## config.mk

```make
export PLATFORM = sky130hd
export DESIGN_NAME = irq_accept
export DESIGN_NICKNAME = d
export VERILOG_FILES = /design/src/rtl/irq_accept_pkg.sv /design/src/rtl/irq_arbiter.sv /design/src/rtl/irq_entry_calc.sv /design/src/rtl/irq_accept.sv
export SDC_FILE = /design/constraint.sdc
export NUM_CORES = 1
export LEC_CHECK = 0
export CAP_MARGIN = 20
export CORE_ASPECT_RATIO = 1.5
export CORE_MARGIN = 3
export CORE_UTILIZATION = 39
export DETAILED_ROUTE_END_ITERATION = 8
export PLACE_DENSITY = 0.72
export RECOVER_POWER = 25
export SYNTH_ARGS = -nofsm -noshare
export SYNTH_HDL_FRONTEND = slang
export SYNTH_HIERARCHICAL = 1
export SYNTH_SLANG_ARGS = --single-unit
export TNS_END_PERCENT = 1
```

## constraint.sdc

```tcl
create_clock -name clk -period 22.9 [get_ports clk]
set_input_delay 4.58 -clock clk [delete_from_list [all_inputs] [get_ports clk]]
set_output_delay 4.58 -clock clk [all_outputs]
set_load 0.02 [all_outputs]
```

## src/rtl/irq_accept_pkg.sv

```systemverilog
package irq_accept_pkg;
  localparam int FLAG_W      = 16;
  localparam int BIT_DBG     = 1;
  localparam int BIT_IEN     = 6;
  localparam int BIT_STK     = 7;
  localparam int LVL_LSB     = 12;
  localparam int LVL_W       = 3;
  localparam int SW_STK_LAST = 31;

  typedef enum logic [1:0] {
    ENT_NONE   = 2'd0,
    ENT_PERIPH = 2'd1,
    ENT_SOFT   = 2'd2,
    ENT_FIXED  = 2'd3
  } entry_kind_e;
endpackage

```

## src/rtl/irq_arbiter.sv

```systemverilog
module irq_arbiter
  import irq_accept_pkg::*;
#(
  parameter int NSRC  = 4,
  parameter int VEC_W = 6,
  localparam int IDX_W = (NSRC > 1) ? $clog2(NSRC) : 1
) (
  input  logic                    en_i,
  input  logic [LVL_W-1:0]        lvl_i,
  input  logic [NSRC-1:0]         req_i,
  input  logic [NSRC*LVL_W-1:0]   prio_i,
  input  logic [NSRC*VEC_W-1:0]   vec_i,
  output logic                    hit_o,
  output logic [LVL_W-1:0]        win_prio_o,
  output logic [VEC_W-1:0]        win_vec_o,
  output logic [NSRC-1:0]         win_1h_o
);
  logic [LVL_W-1:0] prio_v [NSRC];
  logic [VEC_W-1:0] vec_v  [NSRC];
  logic [NSRC-1:0]  qual;
  logic [IDX_W-1:0] best_idx;

  // One qualifier per source: enabled, requesting, strictly above the level.
  for (genvar g = 0; g < NSRC; g++) begin : g_src
    assign prio_v[g] = prio_i[g*LVL_W +: LVL_W];
    assign vec_v[g]  = vec_i[g*VEC_W +: VEC_W];
    assign qual[g]   = en_i && req_i[g] && (prio_v[g] > lvl_i);
  end

  // A strict greater-than keeps the lower index on a tie.
  always_comb begin
    hit_o      = 1'b0;
    best_idx   = '0;
    win_prio_o = '0;
    for (int i = 0; i < NSRC; i++) begin
      if (qual[i] && (!hit_o || prio_v[i] > win_prio_o)) begin
        hit_o      = 1'b1;
        best_idx   = IDX_W'(i);
        win_prio_o = prio_v[i];
      end
    end
    win_vec_o = vec_v[best_idx];
    win_1h_o  = hit_o ? (NSRC'(1) << best_idx) : '0;
  end
endmodule

```

## src/rtl/irq_entry_calc.sv

```systemverilog
module irq_entry_calc
  import irq_accept_pkg::*;
#(
  parameter int ADDR_W = 24,
  parameter int VEC_W  = 6
) (
  input  entry_kind_e        kind_i,
  input  logic [FLAG_W-1:0]  flags_i,
  input  logic [ADDR_W-1:0]  tbase_i,
  input  logic [ADDR_W-1:0]  fix_loc_i,
  input  logic [VEC_W-1:0]   vec_i,
  input  logic [LVL_W-1:0]   prio_i,
  output logic [ADDR_W-1:0]  vaddr_o,
  output logic [FLAG_W-1:0]  flags_o
);
  localparam int PAD_W = ADDR_W - VEC_W - 2;

  logic [ADDR_W-1:0] slot_off;
  assign slot_off = {{PAD_W{1'b0}}, vec_i, 2'b00};

  always_comb begin
    flags_o          = flags_i;
    flags_o[BIT_IEN] = 1'b0;
    flags_o[BIT_DBG] = 1'b0;
    unique case (kind_i)
      ENT_PERIPH: begin
        flags_o[BIT_STK]              = 1'b0;
        flags_o[LVL_LSB +: LVL_W]     = prio_i;
      end
      ENT_FIXED:  flags_o[BIT_STK] = 1'b0;
      ENT_SOFT:   if (int'(vec_i) <= SW_STK_LAST) flags_o[BIT_STK] = 1'b0;
      default:    ;
    endcase
    vaddr_o = (kind_i == ENT_FIXED) ? fix_loc_i : (tbase_i + slot_off);
  end
endmodule

```

## src/rtl/irq_accept.sv

```systemverilog
module irq_accept
  import irq_accept_pkg::*;
#(
  parameter int NSRC   = 4,
  parameter int VEC_W  = 6,
  parameter int ADDR_W = 24
) (
  input  logic                     clk,
  input  logic                     rst,
  input  logic [15:0]              flags_i,
  input  logic [ADDR_W-1:0]        pc_i,
  input  logic [ADDR_W-1:0]        tbase_i,
  input  logic [NSRC-1:0]          req_i,
  input  logic [NSRC*3-1:0]        prio_i,
  input  logic [NSRC*VEC_W-1:0]    vec_i,
  input  logic                     sw_req_i,
  input  logic [VEC_W-1:0]         sw_vec_i,
  input  logic                     fix_req_i,
  input  logic [ADDR_W-1:0]        fix_loc_i,
  output logic                     take_o,
  output logic [ADDR_W-1:0]        vaddr_o,
  output logic [15:0]              flags_o,
  output logic [2:0]               ipl_o,
  output logic [15:0]              save_flags_o,
  output logic [ADDR_W-1:0]        save_pc_o,
  output logic [NSRC-1:0]          clr_o
);
  logic              p_hit;
  logic [LVL_W-1:0]  p_prio;
  logic [VEC_W-1:0]  p_vec;
  logic [NSRC-1:0]   p_1h;
  entry_kind_e       kind;
  logic [VEC_W-1:0]  use_vec;
  logic [ADDR_W-1:0] nxt_addr;
  logic [FLAG_W-1:0] nxt_flags;

  irq_arbiter #(.NSRC(NSRC), .VEC_W(VEC_W)) u_arb (
    .en_i       (flags_i[BIT_IEN]),
    .lvl_i      (flags_i[LVL_LSB +: LVL_W]),
    .req_i      (req_i),
    .prio_i     (prio_i),
    .vec_i      (vec_i),
    .hit_o      (p_hit),
    .win_prio_o (p_prio),
    .win_vec_o  (p_vec),
    .win_1h_o   (p_1h)
  );

  // Class ranking; nothing starts while the previous strobe is out.
  always_comb begin
    if (take_o)         kind = ENT_NONE;
    else if (fix_req_i) kind = ENT_FIXED;
    else if (sw_req_i)  kind = ENT_SOFT;
    else if (p_hit)     kind = ENT_PERIPH;
    else                kind = ENT_NONE;
  end

  assign use_vec = (kind == ENT_SOFT) ? sw_vec_i : p_vec;

  irq_entry_calc #(.ADDR_W(ADDR_W), .VEC_W(VEC_W)) u_calc (
    .kind_i    (kind),
    .flags_i   (flags_i),
    .tbase_i   (tbase_i),
    .fix_loc_i (fix_loc_i),
    .vec_i     (use_vec),
    .prio_i    (p_prio),
    .vaddr_o   (nxt_addr),
    .flags_o   (nxt_flags)
  );

  always_ff @(posedge clk) begin
    if (rst) begin
      take_o       <= 1'b0;
      clr_o        <= '0;
      vaddr_o      <= '0;
      flags_o      <= '0;
      save_flags_o <= '0;
      save_pc_o    <= '0;
    end else begin
      take_o <= (kind != ENT_NONE);
      clr_o  <= (kind == ENT_PERIPH) ? p_1h : '0;
      if (kind != ENT_NONE) begin
        vaddr_o      <= nxt_addr;
        flags_o      <= nxt_flags;
        save_flags_o <= flags_i;
        save_pc_o    <= pc_i;
      end
    end
  end

  assign ipl_o = flags_o[LVL_LSB +: LVL_W];
endmodule

```

==> results_dict.tcl <==
set metrics [dict create \
    p_sw_share_pct 34.3 \
    synth_area_per_cell_um2 9.06 \
    worstSetupStartpoint "flags_i[13]" \
    drt_via_density 5.08 \
    combPwrFrac_pct 36.9 \
    yosys_warnings 6 \
    io_buffer_count 225 \
    timing.fmax_mhz 82.1 \
    syn2layout_area_growth_pct 41.2 \
    detailroute.via_count 5300 \
    required_time_at_the_endpoint_of_the_critical_path_ns 23.09 \
    final_instance_count_excl_fillers 1044 \
    post_synth_edffs 0 \
    antenna_violations_before_repair 0 \
    cts-root-to-sink-buffers 2 \
    power_leakage_uw 0.00348 \
    drtIter0Drc 194 \
    post-route-worst-setup-slack_ns 10.72 \
    floorplan.die.height_um 157 \
    design.final.nets 1009 \
    post_synth_instance_area_um2 5930 \
    cts_hold_buf 0 \
    final_design_area_no_fill_um2 8380 \
    wl_per_cell_um 17.3 \
    post_cts_setup_buffer_count 0 \
    gr-total-overflow 0 \
    drt.antenna.violating_nets 0 \
    reg2reg_to "vaddr_o[22]$_SDFFE_PP0P_" \
    postSynth.asyncResetShare_pct 0 \
    num_io_pins 226 \
    worst-path-max-fanout 14 \
    tritoncts_clock_tree "built" \
    detailed_place_hpwl_mm 14.3 \
    core.rowCount 54 \
    peakVddDrop_mv 0.0301 \
    worst_path_max_delay_cell "clkdlybuf4s50_1" \
    final.setup_skew_ns 0.00769 \
    first_pass_iters 4 \
    clock_buffers_created_by_tritoncts 9 \
    p_clk_share_pct 29.0 \
    yosys_register_bits 85 \
    antenna_cells_inserted 0 \
    synthesized_instance_count 655 \
    report.final.hold_viol_count 0 \
    synth-seq-area-share_pct 28.7 \
    slew_viol_final 0 \
    drive_above_1_share_pct 6.84 \
    clk_transition_reported_paths_ns 0.07 \
    worst-r2r-cell-count 11 \
    timing.hold.worst.class "reg2reg" \
    maxCapViolCount 0 \
    final-setup-viol-count 0 \
    ctsResizeCount 0 \
    overall_global_routing_resource_usage_pct 21.0 \
    numPlacedInstances 1027 \
    design.core.area_um2 14700 \
    path_class "in2reg" \
    final_min_period_ns 12.18 \
    post-route-drc-count 0 \
    die_outline_area_um2 16800 \
    pre_cts_setup_slack_ns 10.46 \
    nFillCells 1371 \
    power.sequential.fraction_pct 34.1 \
    cp_launch_type "primary input" \
    grt_setup_unrepaired "no" \
    internal_power_uw 334 \
    placedInstanceArea_um2 8040 \
    die_width_um 107 \
    globalplace.congestion 0.948 \
    drt-total-wl_mm 18.1 \
    total_switching_power_uw 174 \
    setup.worst_path.end "vaddr_o[22]$_SDFFE_PP0P_" \
    regToRegSetupSlack_ns 19.77 \
    cellPowerDensity_nw_per_um2 60.7 \
    timing.max_slew.rel_slack_pct 46.8 \
    post-route-period-util_pct 53.2 \
    global_route_wire_length_before_repair_mm 28.0 \
    critPathMostFrequentCell "ha_1" \
    critPathArrivalTime_ns 12.37 \
    grt_start_max_net_pins 86 \
    cp_slowest_stage_delay_ns 0.55 \
    rr_startpoint "take_o$_SDFF_PP0_" \
    clock_tree.root_cell "clkbuf_16" \
    max_slew.worst_pin.slew_ns 0.799 \
    clock_sink_count 85 \
    grt_pass1_vias 5538 \
    dominant_synthesized_flop_cell "dfxtp_1" \
    critical_path.endpoint_type "register" \
    worstSkewPairLatency_ns 0.34 \
    h-tree-depth 3 \
    start_util_pct 40.3 \
    timing.setup.tns_ns 0 \
    run_status "complete, no violations" \
    netlist-cell-type-count 58 \
    finished_core_util_pct 56.9 \
]
## worst min path at each step
stage | slack (ns) | depth (start not counted) | start | endpoint
finish | 0.47 | 2 | save_pc_o[13]$_SDFFE_PP0P_ | save_pc_o[13]$_SDFFE_PP0P_
global route | 0.49 | 2 | vaddr_o[20]$_SDFFE_PP0P_ | vaddr_o[20]$_SDFFE_PP0P_
CTS | 0.48 | 2 | save_pc_o[15]$_SDFFE_PP0P_ | save_pc_o[15]$_SDFFE_PP0P_
detailed placement | 0.46 | 2 | save_flags_o[11]$_SDFFE_PP0P_ | save_flags_o[11]$_SDFFE_PP0P_
global placement | 0.46 | 2 | save_flags_o[6]$_SDFFE_PP0P_ | save_flags_o[6]$_SDFFE_PP0P_
floorplan | 0.55 | 2 | flags_o[0]$_SDFFE_PP0P_ | flags_o[0]$_SDFFE_PP0P_
## cell usage in the layout (no fill, tap or decap), types with 10 or more instances in the layout
master | netlist | layout
nand4_1 | 16 | 16
inv_1 | 11 | 11
mux2i_1 | 80 | 80
nand3_1 | 32 | 32
nor2_1 | 16 | 16
dfxtp_1 | 85 | 85
o21ai_1 | 13 | 13
and2_1 | 10 | 10
ha_1 | 27 | 27
a21oi_1 | 11 | 11
clkdlybuf4s50_1 | 0 | 181
dlygate4sd3_1 | 0 | 43
xor2_1 | 16 | 16
nand2_1 | 36 | 36
nand2b_1 | 160 | 160
## registers in the layout, indices dropped and copies added (netlist names)
register / count
vaddr_o: 24
clr_o: 4
save_flags_o: 16
flags_o: 16
take_o: 1
save_pc_o: 24
## layout make-up
type	count	area [um^2]	area share, %
tap	196	245	2.93
clock buffer	9	225	2.69
clock inverter	7	80.1	0.956
sequential	85	1700	20.3
inverter	11	41.3	0.493
timing repair buffer	228	2290	27.4
multi-input combinational	508	3790	45.2
## Yosys cell counts (3+ instances only)
| library cell | count | area, um^2 |
|---|---|---|
| a21oi_1 | 11 | 55.1 |
| a221oi_2 | 3 | 45.0 |
| a22oi_1 | 3 | 22.5 |
| a32oi_1 | 3 | 26.3 |
| and2_1 | 10 | 62.6 |
| and3_1 | 4 | 25.0 |
| buf_12 | 8 | 160 |
| buf_2 | 6 | 30.0 |
| buf_4 | 15 | 113 |
| clkbuf_1 | 21 | 78.8 |
| dfxtp_1 | 85 | 1700 |
| ha_1 | 27 | 338 |
| inv_1 | 11 | 41.3 |
| mux2_2 | 9 | 101 |
| mux2i_1 | 80 | 801 |
| nand2_1 | 36 | 135 |
| nand2b_1 | 160 | 1000 |
| nand3_1 | 32 | 160 |
| nand4_1 | 16 | 100 |
| nor2_1 | 16 | 60.1 |
| nor2b_1 | 9 | 56.3 |
| nor3_1 | 3 | 15.0 |
| nor3_4 | 3 | 48.8 |
| o21ai_0 | 8 | 40.0 |
| o21ai_1 | 13 | 65.1 |
| o31ai_2 | 3 | 37.5 |
| xor2_1 | 16 | 140 |
## stage by stage
stage	hold WS, ns	total power (uW)
floorplan	0.546	294
global placement	0.457	363
detailed placement	0.461	367
CTS	0.476	516
global route	0.491	534
finish	0.469	508
## routing by layer
metal | global-route usage [%] | vias to the layer above | part of all wire, % | wire, um
li1 | - | 2610 | - | -
met2 | 41.2 | 182 | 56 | 10100
met3 | 3.36 | 25 | 5.1 | 915
met1 | 21.8 | 2483 | 36 | 6590
met5 | 0 | - | 0 | 0
met4 | 8.35 | 0 | 2.4 | 440
## critical path, delay by kind of cell
kind,cells,cell delay [ns]
XOR/XNOR,1,0.18
adder cells (fa/ha/maj),6,1.87
buffers and inverters,2,0.67
multiplexers,2,0.33
AND/OR/NAND/NOR,12,1.73
AO/OA/AOI/OAI,14,3.03
## logic make-up (layout without fill, tap and decap cells)
kind of cell,count (synthesis),in the layout,synth area share [%]
muxes,89,89,15.2
AOI/OAI and AO/OA,66,66,9.41
buffers and inverters,63,255,7.51
other,1,2,0.0632
and+or+nand+nor,305,305,30.5
adders and majority gates,28,28,6.03
DFF,85,85,28.7
xor gates and xnor gates,18,18,2.66
## power groups by stage
| stage | clock [uW] | sequential (uW) | combinational [uW] |
|---|---|---|---|
| finish | 147 | 173 | 188 |
| global placement | 0 | 176 | 187 |
| floorplan | 0 | 195 | 98.7 |
| global route | 157 | 175 | 202 |
| detailed placement | 0 | 177 | 190 |
| CTS | 151 | 174 | 191 |
Power figures use the tool's default switching activity.
